==> src/rtl/wdt_pkg.sv <==
package wdt_pkg;
  localparam int CNT_W = 8;
  localparam logic [7:0] CSR_KEY = 8'hA5;
  localparam logic [7:0] CNT_KEY = 8'h5A;

  typedef struct packed {
    logic       enable;
    logic       subSel;
    logic [2:0] cks;
  } tick_cfg_t;

  typedef struct packed {
    logic             clear;
    logic             load;
    logic [CNT_W-1:0] loadVal;
  } cnt_strobe_t;

  // log2 of the main-chain divide ratio for each clock-select code
  function automatic int mainShift(input logic [2:0] code);
    case (code)
      3'd0:    return 1;
      3'd1:    return 6;
      3'd2:    return 7;
      3'd3:    return 9;
      3'd4:    return 11;
      3'd5:    return 13;
      3'd6:    return 15;
      default: return 17;
    endcase
  endfunction

  // log2 of the sub-chain divide ratio
  function automatic int subShift(input logic [2:0] code);
    return int'(code) + 1;
  endfunction
endpackage

==> src/rtl/wdt_datapath.sv <==
module wdt_datapath
  import wdt_pkg::*;
#(
  parameter int MAIN_W = 17,
  parameter int SUB_W  = 8
) (
  input  logic             clk,
  input  logic             rstN,
  input  logic             subTick,
  input  tick_cfg_t        cfg,
  input  cnt_strobe_t      strb,
  output logic [CNT_W-1:0] cntVal,
  output logic             ovfEvent
);
  logic [MAIN_W-1:0] mainDiv, mainMask;
  logic [SUB_W-1:0]  subDiv, subMask;
  logic [CNT_W-1:0]  cnt;
  logic              tick;

  always_ff @(posedge clk) begin
    if (!rstN) begin
      mainDiv <= '0;
      subDiv  <= '0;
    end else begin
      mainDiv <= mainDiv + 1'b1;
      if (subTick) subDiv <= subDiv + 1'b1;
    end
  end

  always_comb begin
    mainMask = '0;
    for (int i = 0; i < MAIN_W; i++)
      if (i < mainShift(cfg.cks)) mainMask[i] = 1'b1;
    subMask = '0;
    for (int i = 0; i < SUB_W; i++)
      if (i < subShift(cfg.cks)) subMask[i] = 1'b1;
  end

  always_comb begin
    if (cfg.subSel) tick = subTick && ((subDiv & subMask) == subMask);
    else            tick = (mainDiv & mainMask) == mainMask;
  end

  assign ovfEvent = !strb.clear && !strb.load && tick && (cnt == '1);
  assign cntVal   = cnt;

  always_ff @(posedge clk) begin
    if (!rstN)           cnt <= '0;
    else if (strb.clear) cnt <= '0;
    else if (strb.load)  cnt <= strb.loadVal;
    else if (tick)       cnt <= cnt + 1'b1;
  end

  p_off_zero_r2: assert property (@(posedge clk) disable iff (!rstN)
    !cfg.enable |=> cnt == '0);
  p_wrap_zero_r1: assert property (@(posedge clk) disable iff (!rstN)
    ovfEvent |=> cnt == '0);
  p_hold_no_tick_r8: assert property (@(posedge clk) disable iff (!rstN)
    (!strb.clear && !strb.load && !tick) |=> $stable(cnt));
endmodule

==> src/rtl/wdt_ctrl.sv <==
module wdt_ctrl
  import wdt_pkg::*;
(
  input  logic             clk,
  input  logic             rstN,
  input  logic             busSel,
  input  logic             busWr,
  input  logic             busAddr,
  input  logic [15:0]      busWdata,
  input  logic [CNT_W-1:0] cntVal,
  input  logic             ovfEvent,
  output logic [7:0]       busRdata,
  output tick_cfg_t        cfg,
  output cnt_strobe_t      strb,
  output logic             irqInterval,
  output logic             nmiReq,
  output logic             rstReq
);
  logic ovf, wdMode, enable, subSel, rstSel, ovfSeen, rstPulse;
  logic [2:0] cks;
  logic csrWr, cntWr, csrRd, ovfClr;

  assign csrWr  = busSel && busWr && !busAddr && (busWdata[15:8] == CSR_KEY);
  assign cntWr  = busSel && busWr &&  busAddr && (busWdata[15:8] == CNT_KEY);
  assign csrRd  = busSel && !busWr && !busAddr;
  assign ovfClr = csrWr && (!busWdata[5] || (!busWdata[7] && ovfSeen));

  always_ff @(posedge clk) begin
    if (!rstN || rstPulse) begin
      ovf <= 1'b0; wdMode <= 1'b0; enable <= 1'b0; subSel <= 1'b0;
      rstSel <= 1'b0; cks <= '0; ovfSeen <= 1'b0; rstPulse <= 1'b0;
    end else begin
      rstPulse <= ovfEvent && wdMode && rstSel;
      if (csrWr) begin
        wdMode <= busWdata[6];
        enable <= busWdata[5];
        subSel <= busWdata[4];
        rstSel <= busWdata[3];
        cks    <= busWdata[2:0];
      end
      if (ovfEvent)    ovf <= 1'b1;
      else if (ovfClr) ovf <= 1'b0;
      if (ovfClr && !ovfEvent) ovfSeen <= 1'b0;
      else if (csrRd && ovf)   ovfSeen <= 1'b1;
    end
  end

  assign cfg          = '{enable: enable, subSel: subSel, cks: cks};
  assign strb.clear   = !enable || rstPulse;
  assign strb.load    = cntWr;
  assign strb.loadVal = busWdata[CNT_W-1:0];

  assign busRdata    = busAddr ? cntVal : {ovf, wdMode, enable, subSel, rstSel, cks};
  assign irqInterval = ovf && !wdMode;
  assign nmiReq      = ovf && wdMode && !rstSel;
  assign rstReq      = rstPulse;

  p_ovf_set_r1: assert property (@(posedge clk) disable iff (!rstN)
    (ovfEvent && !rstPulse) |=> ovf);
  p_blind_clear_r3: assert property (@(posedge clk) disable iff (!rstN)
    (ovf && !ovfSeen && !rstPulse && !(csrWr && !busWdata[5])) |=> ovf);
  p_req_excl_r6: assert property (@(posedge clk) disable iff (!rstN)
    !(irqInterval && nmiReq));
  p_rst_single_r7: assert property (@(posedge clk) disable iff (!rstN)
    rstPulse |=> (!rstPulse && !enable && !ovf));
  p_key_guard_r10: assert property (@(posedge clk) disable iff (!rstN)
    (busSel && busWr && !busAddr && busWdata[15:8] != CSR_KEY && !rstPulse)
      |=> $stable({wdMode, enable, subSel, rstSel, cks}));
endmodule

==> src/rtl/wdt_timer.sv <==
module wdt_timer
  import wdt_pkg::*;
#(
  parameter int MAIN_DIV_W = 17,
  parameter int SUB_DIV_W  = 8
) (
  input  logic        clk,
  input  logic        rstN,
  input  logic        subTick,
  input  logic        busSel,
  input  logic        busWr,
  input  logic        busAddr,
  input  logic [15:0] busWdata,
  output logic [7:0]  busRdata,
  output logic        irqInterval,
  output logic        nmiReq,
  output logic        rstReq
);
  tick_cfg_t        cfg;
  cnt_strobe_t      strb;
  logic [CNT_W-1:0] cntVal;
  logic             ovfEvent;

  wdt_ctrl u_ctrl (
    .clk(clk), .rstN(rstN), .busSel(busSel), .busWr(busWr), .busAddr(busAddr),
    .busWdata(busWdata), .cntVal(cntVal), .ovfEvent(ovfEvent),
    .busRdata(busRdata), .cfg(cfg), .strb(strb),
    .irqInterval(irqInterval), .nmiReq(nmiReq), .rstReq(rstReq)
  );

  wdt_datapath #(.MAIN_W(MAIN_DIV_W), .SUB_W(SUB_DIV_W)) u_dp (
    .clk(clk), .rstN(rstN), .subTick(subTick), .cfg(cfg), .strb(strb),
    .cntVal(cntVal), .ovfEvent(ovfEvent)
  );
endmodule

==> config.mk <==
export PLATFORM = sky130hd
export DESIGN_NAME = wdt_timer
export DESIGN_NICKNAME = d
export VERILOG_FILES = /design/src/rtl/wdt_pkg.sv /design/src/rtl/wdt_datapath.sv /design/src/rtl/wdt_ctrl.sv /design/src/rtl/wdt_timer.sv
export SDC_FILE = /design/constraint.sdc
export NUM_CORES = 1
export LEC_CHECK = 0
export ABC_AREA = 1
export CORE_UTILIZATION = 50
export DETAILED_ROUTE_END_ITERATION = 8
export GPL_ROUTABILITY_DRIVEN = 0
export MAX_ROUTING_LAYER = met4
export PLACE_DENSITY = 0.79
export RECOVER_POWER = 100
export SLEW_MARGIN = 20
export SYNTH_ARGS = -nofsm -noshare
export SYNTH_HDL_FRONTEND = slang
export SYNTH_SLANG_ARGS = --single-unit
==> constraint.sdc <==
create_clock -name clk -period 1.93 [get_ports clk]
set_clock_uncertainty 0.1 [all_clocks]
set_input_delay 0.386 -clock clk [delete_from_list [all_inputs] [get_ports clk]]
set_output_delay 0.386 -clock clk [all_outputs]
set_load 0.01 [all_outputs]
# Word level (Yosys, flattened, before mapping)
# Cells that the tools add are included.
dict set report totals {
  ff_bits 43
  in_bits 22
  wordCells 125
}
dict set report classes {
  n_addsub 4
  magnitude_cmp 25
  n_eq_ne 11
  muxes 32
  bitwise 3
  reduce_logical 39
}
# cell count
set ops {}
lappend ops {{< comparator 4 x 32 -> 1 bit, first input constant} 4}
lappend ops {{< comparator 3 x 32 -> 1 bit, first input constant} 2}
lappend ops {{< comparator 4 x 5 -> 1 bit, first input constant} 8}
lappend ops {{one-hot mux 5 bit (7 select lines)} 1}
lappend ops {{< comparator 1 x 32 -> 1 bit, first input constant} 1}
lappend ops {{< comparator 2 x 32 -> 1 bit, first input constant} 1}
lappend ops {{two-way mux 1 bit} 28}
lappend ops {{two-way mux 8 bit} 3}
lappend ops {{logical AND 1 bit} 20}
lappend ops {{< comparator 3 x 5 -> 1 bit, first input constant} 4}
lappend ops {{adder 17 x 1 -> 17 bit, second input constant} 1}
lappend ops {{bitwise AND 17 bit} 1}
lappend ops {{equality test 17 bit} 1}
lappend ops {{adder 8 x 1 -> 8 bit, second input constant} 2}
lappend ops {{equality test 8 bit, second input constant} 2}
lappend ops {{zero test 1 bit} 11}
lappend ops {{< comparator 1 x 5 -> 1 bit, first input constant} 2}
lappend ops {{< comparator 2 x 5 -> 1 bit, first input constant} 2}
lappend ops {{equality test 3 bit, second input constant} 3}
lappend ops {{bitwise AND 8 bit} 1}
lappend ops {{equality test 8 x 7 -> 1 bit, second input constant} 1}
lappend ops {{equality test 8 bit} 1}
lappend ops {{equality test 3 x 2 -> 1 bit, second input constant} 2}
lappend ops {{< comparator 5 bit, first input constant} 1}
lappend ops {{other kinds (7)} 11}

# Longest topological paths before layout
dict set report depth {
  word_depth 12
  depth_mapped 18
  mapped_depth_nobuf 18
}

# By module
# From an unflattened synthesis, not the netlist that was laid out.
dict set report unflattened {
  cells_unflattened 437
  area_unflattened_um2 2807.7
}
# mod instances cells_per_inst area_each_um2 seq_area_each_um2
set by_module_without_submodules {}
lappend by_module_without_submodules {wdt_datapath 1 319 2129.5 660.6}
lappend by_module_without_submodules {wdt_ctrl 1 118 678.2 200.2}

# Least setup slack after synthesis
# Ideal clock, no wire load.
dict set report synth_path {
  path_type {flip-flop to flip-flop}
  startpoint {reg u_ctrl.cks[0]}
  endpoint {reg u_ctrl.ovf}
  arrival_time_ps 1858
  required_time_ps 1766
  setup_slack_ps -93
  stages_incl_launch_ff 18
  path_buffers 0
  period_less_slack_ps 2023
  cell_sequence {dfxtp_1 > inv_1 > ha_1 > nor2_1 > nand2_2 > nand2_4 > nand3_2 > nand2_1 > inv_1 > nor2_1 > nand2_1 > nor2_2 > nand2_4 > nand2_2 > nand2_1 > nand2_1 > nand2_1 > nor2_1}
}
dict set report synth_via {
  elab_chain_cells 10
  word_cells_on_any_way 69
  cone_classes {add/sub: 1; order compare: 25; eq/ne: 8; mux: 28; bitwise: 2; reduce/logical: 5}
}
# item line
set synth_rtl {}
lappend synth_rtl {{from (decl)} wdt_ctrl.sv:20} ;# logic [2:0] cks;
lappend synth_rtl {{from (signal assigned)} wdt_ctrl.sv:39} ;# cks <= busWdata[2:0];
lappend synth_rtl {{adder 3 x 1 -> 4 bit, or another cell as far along} wdt_pkg.sv:34} ;# return int'(code) + 1;
lappend synth_rtl {{< comparator 1 x 32 -> 1 bit, or another cell as far along} wdt_datapath.sv:36} ;# if (i < subShift(cfg.cks)) subMask[i] = 1'b1;
lappend synth_rtl {{two-way mux 1 bit, or another cell as far along} wdt_datapath.sv:36}
lappend synth_rtl {{bitwise AND 8 bit or two-way mux 1 bit (tied branches)} {wdt_datapath.sv:40, wdt_datapath.sv:33}}
lappend synth_rtl {{equality test 8 bit or bitwise AND 17 bit (tied branches)} {wdt_datapath.sv:40, wdt_datapath.sv:41}}
lappend synth_rtl {{logical AND 1 bit or equality test 17 bit (tied branches)} {wdt_datapath.sv:40, wdt_datapath.sv:41}}
lappend synth_rtl {{two-way mux 1 bit (*)} wdt_datapath.sv:40} ;# if (cfg.subSel) tick = subTick && ((subDiv & subMask) == subMask);
lappend synth_rtl {{logical AND 1 bit (*) (2 in series)} wdt_datapath.sv:44} ;# assign ovfEvent = !strb.clear && !strb.load && tick && (cnt == '1);
lappend synth_rtl {{two-way mux 1 bit or nonzero test 2 bit (tied branches)} n/a}
lappend synth_rtl {{to (signal assigned)} wdt_ctrl.sv:30} ;# ovf <= 1'b0; wdMode <= 1'b0; enable <= 1'b0; subSel <= 1'b0;
lappend synth_rtl {{to (signal assigned)} wdt_ctrl.sv:41} ;# if (ovfEvent) ovf <= 1'b1;
lappend synth_rtl {{to (signal assigned)} wdt_ctrl.sv:42} ;# else if (ovfClr) ovf <= 1'b0;
lappend synth_rtl {{to (decl)} wdt_ctrl.sv:19} ;# logic ovf, wdMode, enable, subSel, rstSel, ovfSeen, rstPulse;
# Mark *: on every way between the ends. The rest lies on a longest branch, timed or not.
# A chain may end at the register's enable or synchronous reset.

# Worst setup path after layout
dict set report layout_path {
  startpoint {reg u_ctrl.cks[0]}
  endpoint {reg u_dp.cnt[2] (netlist: u_dp.cntVal[2])}
}
dict set report layout_via {
  elab_chain_cells 8
  word_cells_on_any_way 66
  cone_classes {add/sub: 1; order compare: 25; eq/ne: 8; mux: 27; bitwise: 2; reduce/logical: 3}
}
# item line
set layout_rtl {}
lappend layout_rtl {{adder 3 x 1 -> 4 bit, or another cell as far along} wdt_pkg.sv:34}
lappend layout_rtl {{< comparator 1 x 32 -> 1 bit, or another cell as far along} wdt_datapath.sv:36}
lappend layout_rtl {{two-way mux 1 bit, or another cell as far along} wdt_datapath.sv:36}
lappend layout_rtl {{bitwise AND 8 bit or two-way mux 1 bit (tied branches)} {wdt_datapath.sv:40, wdt_datapath.sv:33}}
lappend layout_rtl {{equality test 8 bit or bitwise AND 17 bit (tied branches)} {wdt_datapath.sv:40, wdt_datapath.sv:41}}
lappend layout_rtl {{logical AND 1 bit or equality test 17 bit (tied branches)} {wdt_datapath.sv:40, wdt_datapath.sv:41}}
lappend layout_rtl {{two-way mux 1 bit (*)} wdt_datapath.sv:40}
lappend layout_rtl {{nonzero test 2 bit (no line) (*)} n/a}
lappend layout_rtl {{to (signal assigned)} wdt_datapath.sv:50} ;# else if (strb.load) cnt <= strb.loadVal;
lappend layout_rtl {{to (signal assigned)} wdt_datapath.sv:51} ;# else if (tick) cnt <= cnt + 1'b1;
lappend layout_rtl {{to (decl)} wdt_datapath.sv:17} ;# logic [CNT_W-1:0] cnt;
# Marks and branches as above.

==> out/metrics.csv <==
stage;metric;value;unit
route;drc;0;
placed_design;place_ws;-0.296;ns
route;detailedRoute.firstPassIterationCount;5;
route;routed_wl;7400;microns
timing;period_share;109;%
worst_setup_path;crit_chain;buf_6 > ha_4 > nor2_4 > nand2_2 > nand2_4 > nand2_2 > nand3_1 > nand2_1 > nand2_1 > nand2_1 > nor2_2 > nand2_4 > buf_6 > nand4_1 > a21oi_2;
worst_setup_path;reg2reg_setup_slack;-0.17;ns
global_routing;grt.total_usage;29.4;%
placed_design;placed_cells;527;
pwr;pwr-share-clk;39.4;%
floorplanning;die_w;73.4;microns
synthesis;ys_ff_latch;43;
floorplanning;ios;33;
layout;final_layout_size_suffix_gt1_share;23.5;%
timing;max_slew.worst_pin.slew;0.708;ns
clock_tree;clk_path_buf_depth;2;
worst_setup_path;path_class;flop to flop;
floorplanning;rows;25;
clock_tree;cts_max_level;2;
clock_tree;root_buffer;clkbuf_8;
clock_tree;clk_latency;0.31;ns
run;cap_violations;0;
timing;finalSetupViolCount;12;
synthesis;synth_top_area_share;33.8;%
global_routing;grt-ovfl-total;0;
global_routing;antenna_found_initial;0;
worst_setup_path;start_kind;flop;
worst_setup_path;critPathMaxStageDelay;0.37;ns
route;drt_iter0_drc;178;
layout;fin_area;3640;sq um
synthesis;post-synth-top-count-cell;nand2_1;
floorplanning;initial_core_util;52.9;%
timing;holdWs;0.384;ns
layout;syn_to_final_growth;42.9;%
worst_setup_path;cp_max_fo;5;
worst_setup_path;crit_path_end_kind;flop;
synthesis;yosysSeqAreaShare;33.8;%
route;num_vias;2925;
pwr;p_leak;1.54;nW
pwr;ir_drop;360;uV
pwr;comb_power_share;10.0;%
min_path;min_path_type;flop to flop;
synthesis;synthTopCellsByCount;nand2_1 (87), inv_1 (55), dfxtp_1 (43);
clock_tree;clock-sinks;43;
timing;grt_setup_unrepaired;yes;
pwr;powerDensity;492;nW/um^2
pwr;internal_power;1.37;mW
pwr;power.total;1.79;mW
status;outcome;finished, violations left;
floorplanning;floorplan.die_area;5380;sq um
worst_setup_path;cpLargestDelayFamily;simple AND/OR/NAND/NOR gates;
layout;n_antenna_cell;0;
worst_setup_path;crit_required;2.02;ns
route;wl_per_cell;13.6;microns
layout;fin_cells;544;
synthesis;async_reset_ff_share;0;%
worst_setup_path;crit_top_cell;nand2_1;
synthesis;synth-warning-count;0;
synthesis;yosysTopAreaCell;dfxtp_1;
synthesis;synth_area;2550;sq um
synthesis;syn_area_per_cell;6.50;sq um
pwr;sequentialPowerShare;50.5;%
synthesis;synth_area_leaders;dfxtp_1 (34%), nand2_1 (13%), inv_1 (8.1%);
floorplanning;core;4820;sq um
timing;hold_viol_final;0;
placed_design;dp_hpwl;5030;microns
clock_tree;cts_tree;yes;
timing;finalWorstSetupSlack;-0.167;ns
pwr;p_sw;0.424;mW
timing;drv_slew;0;
layout;nNetsFinal;508;
synthesis;synth-edff-count;0;
worst_setup_path;crit_slowest_cell;dfxtp_4;
layout;fin_util;75.5;%
status;violations;setup timing;
placed_design;place_area;3250;sq um
timing;min_period;2.10;ns
timing;relSlewSlack;52.8;%
global_routing;first_global_vias;2683;
synthesis;yosysUniqueCellTypes;26;
global_routing;grt_pass1_wl;12000;microns
floorplanning;die_h;73.4;microns
synthesis;postSynthCellCount;392;
worst_setup_path;worst-path-buf-inv;2;
timing;max_freq;477;MHz
pwr;power.share.switching;23.7;%
route;via_per_inst;5.38;
synthesis;synth_nets;423;
clock_tree;numCtsBuffers;5;
synthesis;synth_flop_cell;dfxtp_1;
route;ant_nets;0;
clock_tree;path_clk_slew;0.08;ns
timing;finalSetupTns;-1.71;ns
worst_setup_path;arrival;2.18;ns
placed_design;numPortBuffers;32;
global_routing;grt_max_degree;15;
## routing by layer
layer	track usage [%]	part of all wire, %	vias to the layer above
li1	-	-	1462
met1	38.4	45	1368
met2	47.2	49	81
met3	4.66	4.9	14
met4	7.69	1.3	0
met5	-	0	-
## tightest hold or removal path, cell delays in order (launching register included)
cell,delay (ns)
dfxtp_1,0.33
nand3_1,0.08
nor2_1,0.04
## flip-flops by register name (all words and copies together), names as in the netlist
name / cells
u_dp.mainDiv: 17
u_ctrl.rstReq: 1
u_ctrl.subSel: 1
u_ctrl.cks: 3
u_ctrl.ovf: 1
u_dp.subDiv: 8
u_ctrl.wdMode: 1
u_ctrl.enable: 1
u_dp.cntVal: 8
u_ctrl.rstSel: 1
u_ctrl.ovfSeen: 1
## worst paths after layout
check / start / end / cells past startpoint
max: u_ctrl.cks[0] / u_dp.cntVal[2] / 15
min: u_ctrl.rstSel / u_ctrl.rstReq / 2
max reg2reg: u_ctrl.cks[0] / u_dp.cntVal[2] / 15
min reg2reg: u_ctrl.rstSel / u_ctrl.rstReq / 2
## cell type report
type                    count  area, sq um
clock buffers               6         72.6
clock inverters             1         30.0
fillers                   382         1180
inverters                  58          225
multi-input cells         284         1640
flip-flops and latches     43          871
well taps                  67         83.8
repair buffers             85          718
## cell families after synthesis
logic type / count (synthesis) / share of synthesized area [%]
flops: 43 / 33.8
simple gates: 194 / 35.2
compound gates: 75 / 14.9
xor+xnor: 6 / 2.06
buf+inv: 65 / 9.58
fa+ha+maj: 9 / 4.42
## power by group through the flow
stage / logic [mW] / registers [mW] / clock network (mW)
2_1_floorplan: 0.0639 / 0.924 / 0
3_3_place_gp: 0.156 / 0.925 / 0
3_5_place_dp: 0.160 / 0.926 / 0
4_1_cts: 0.166 / 0.902 / 0.701
5_1_grt: 0.197 / 0.907 / 0.741
6_report: 0.180 / 0.905 / 0.706
## layout by cell type, fill, tap and decap left out, types with 5 or more instances in the layout
master           Yosys  layout
nand2_1             87      76
inv_1               55      52
buf_4                0      40
dfxtp_1             43      39
o21ai_0             35      32
a21oi_1             36      31
nor2_1              33      30
clkdlybuf4s50_1      0      19
nor3_1              19      17
nand4_1             16      16
nand3_1             19      14
nand2_2              3      11
dlygate4sd2_1        0       7
buf_6                0       6
nor2_2               3       5
nand2_4              2       5
nand3_2              2       5
a21oi_2              0       5
clkbuf_8             0       5
## timing repair
| item | CTS | global route |
|---|---|---|
| setup buffers | 1 | 8 |
| resized for setup | 44 | 35 |
| gates cloned | 0 | 1 |
| hold buffers | 0 | 0 |
| endpoints found under the setup margin | 21 | 32 |
| pin swaps | 10 | 17 |
Power figures use the tool's default switching activity.
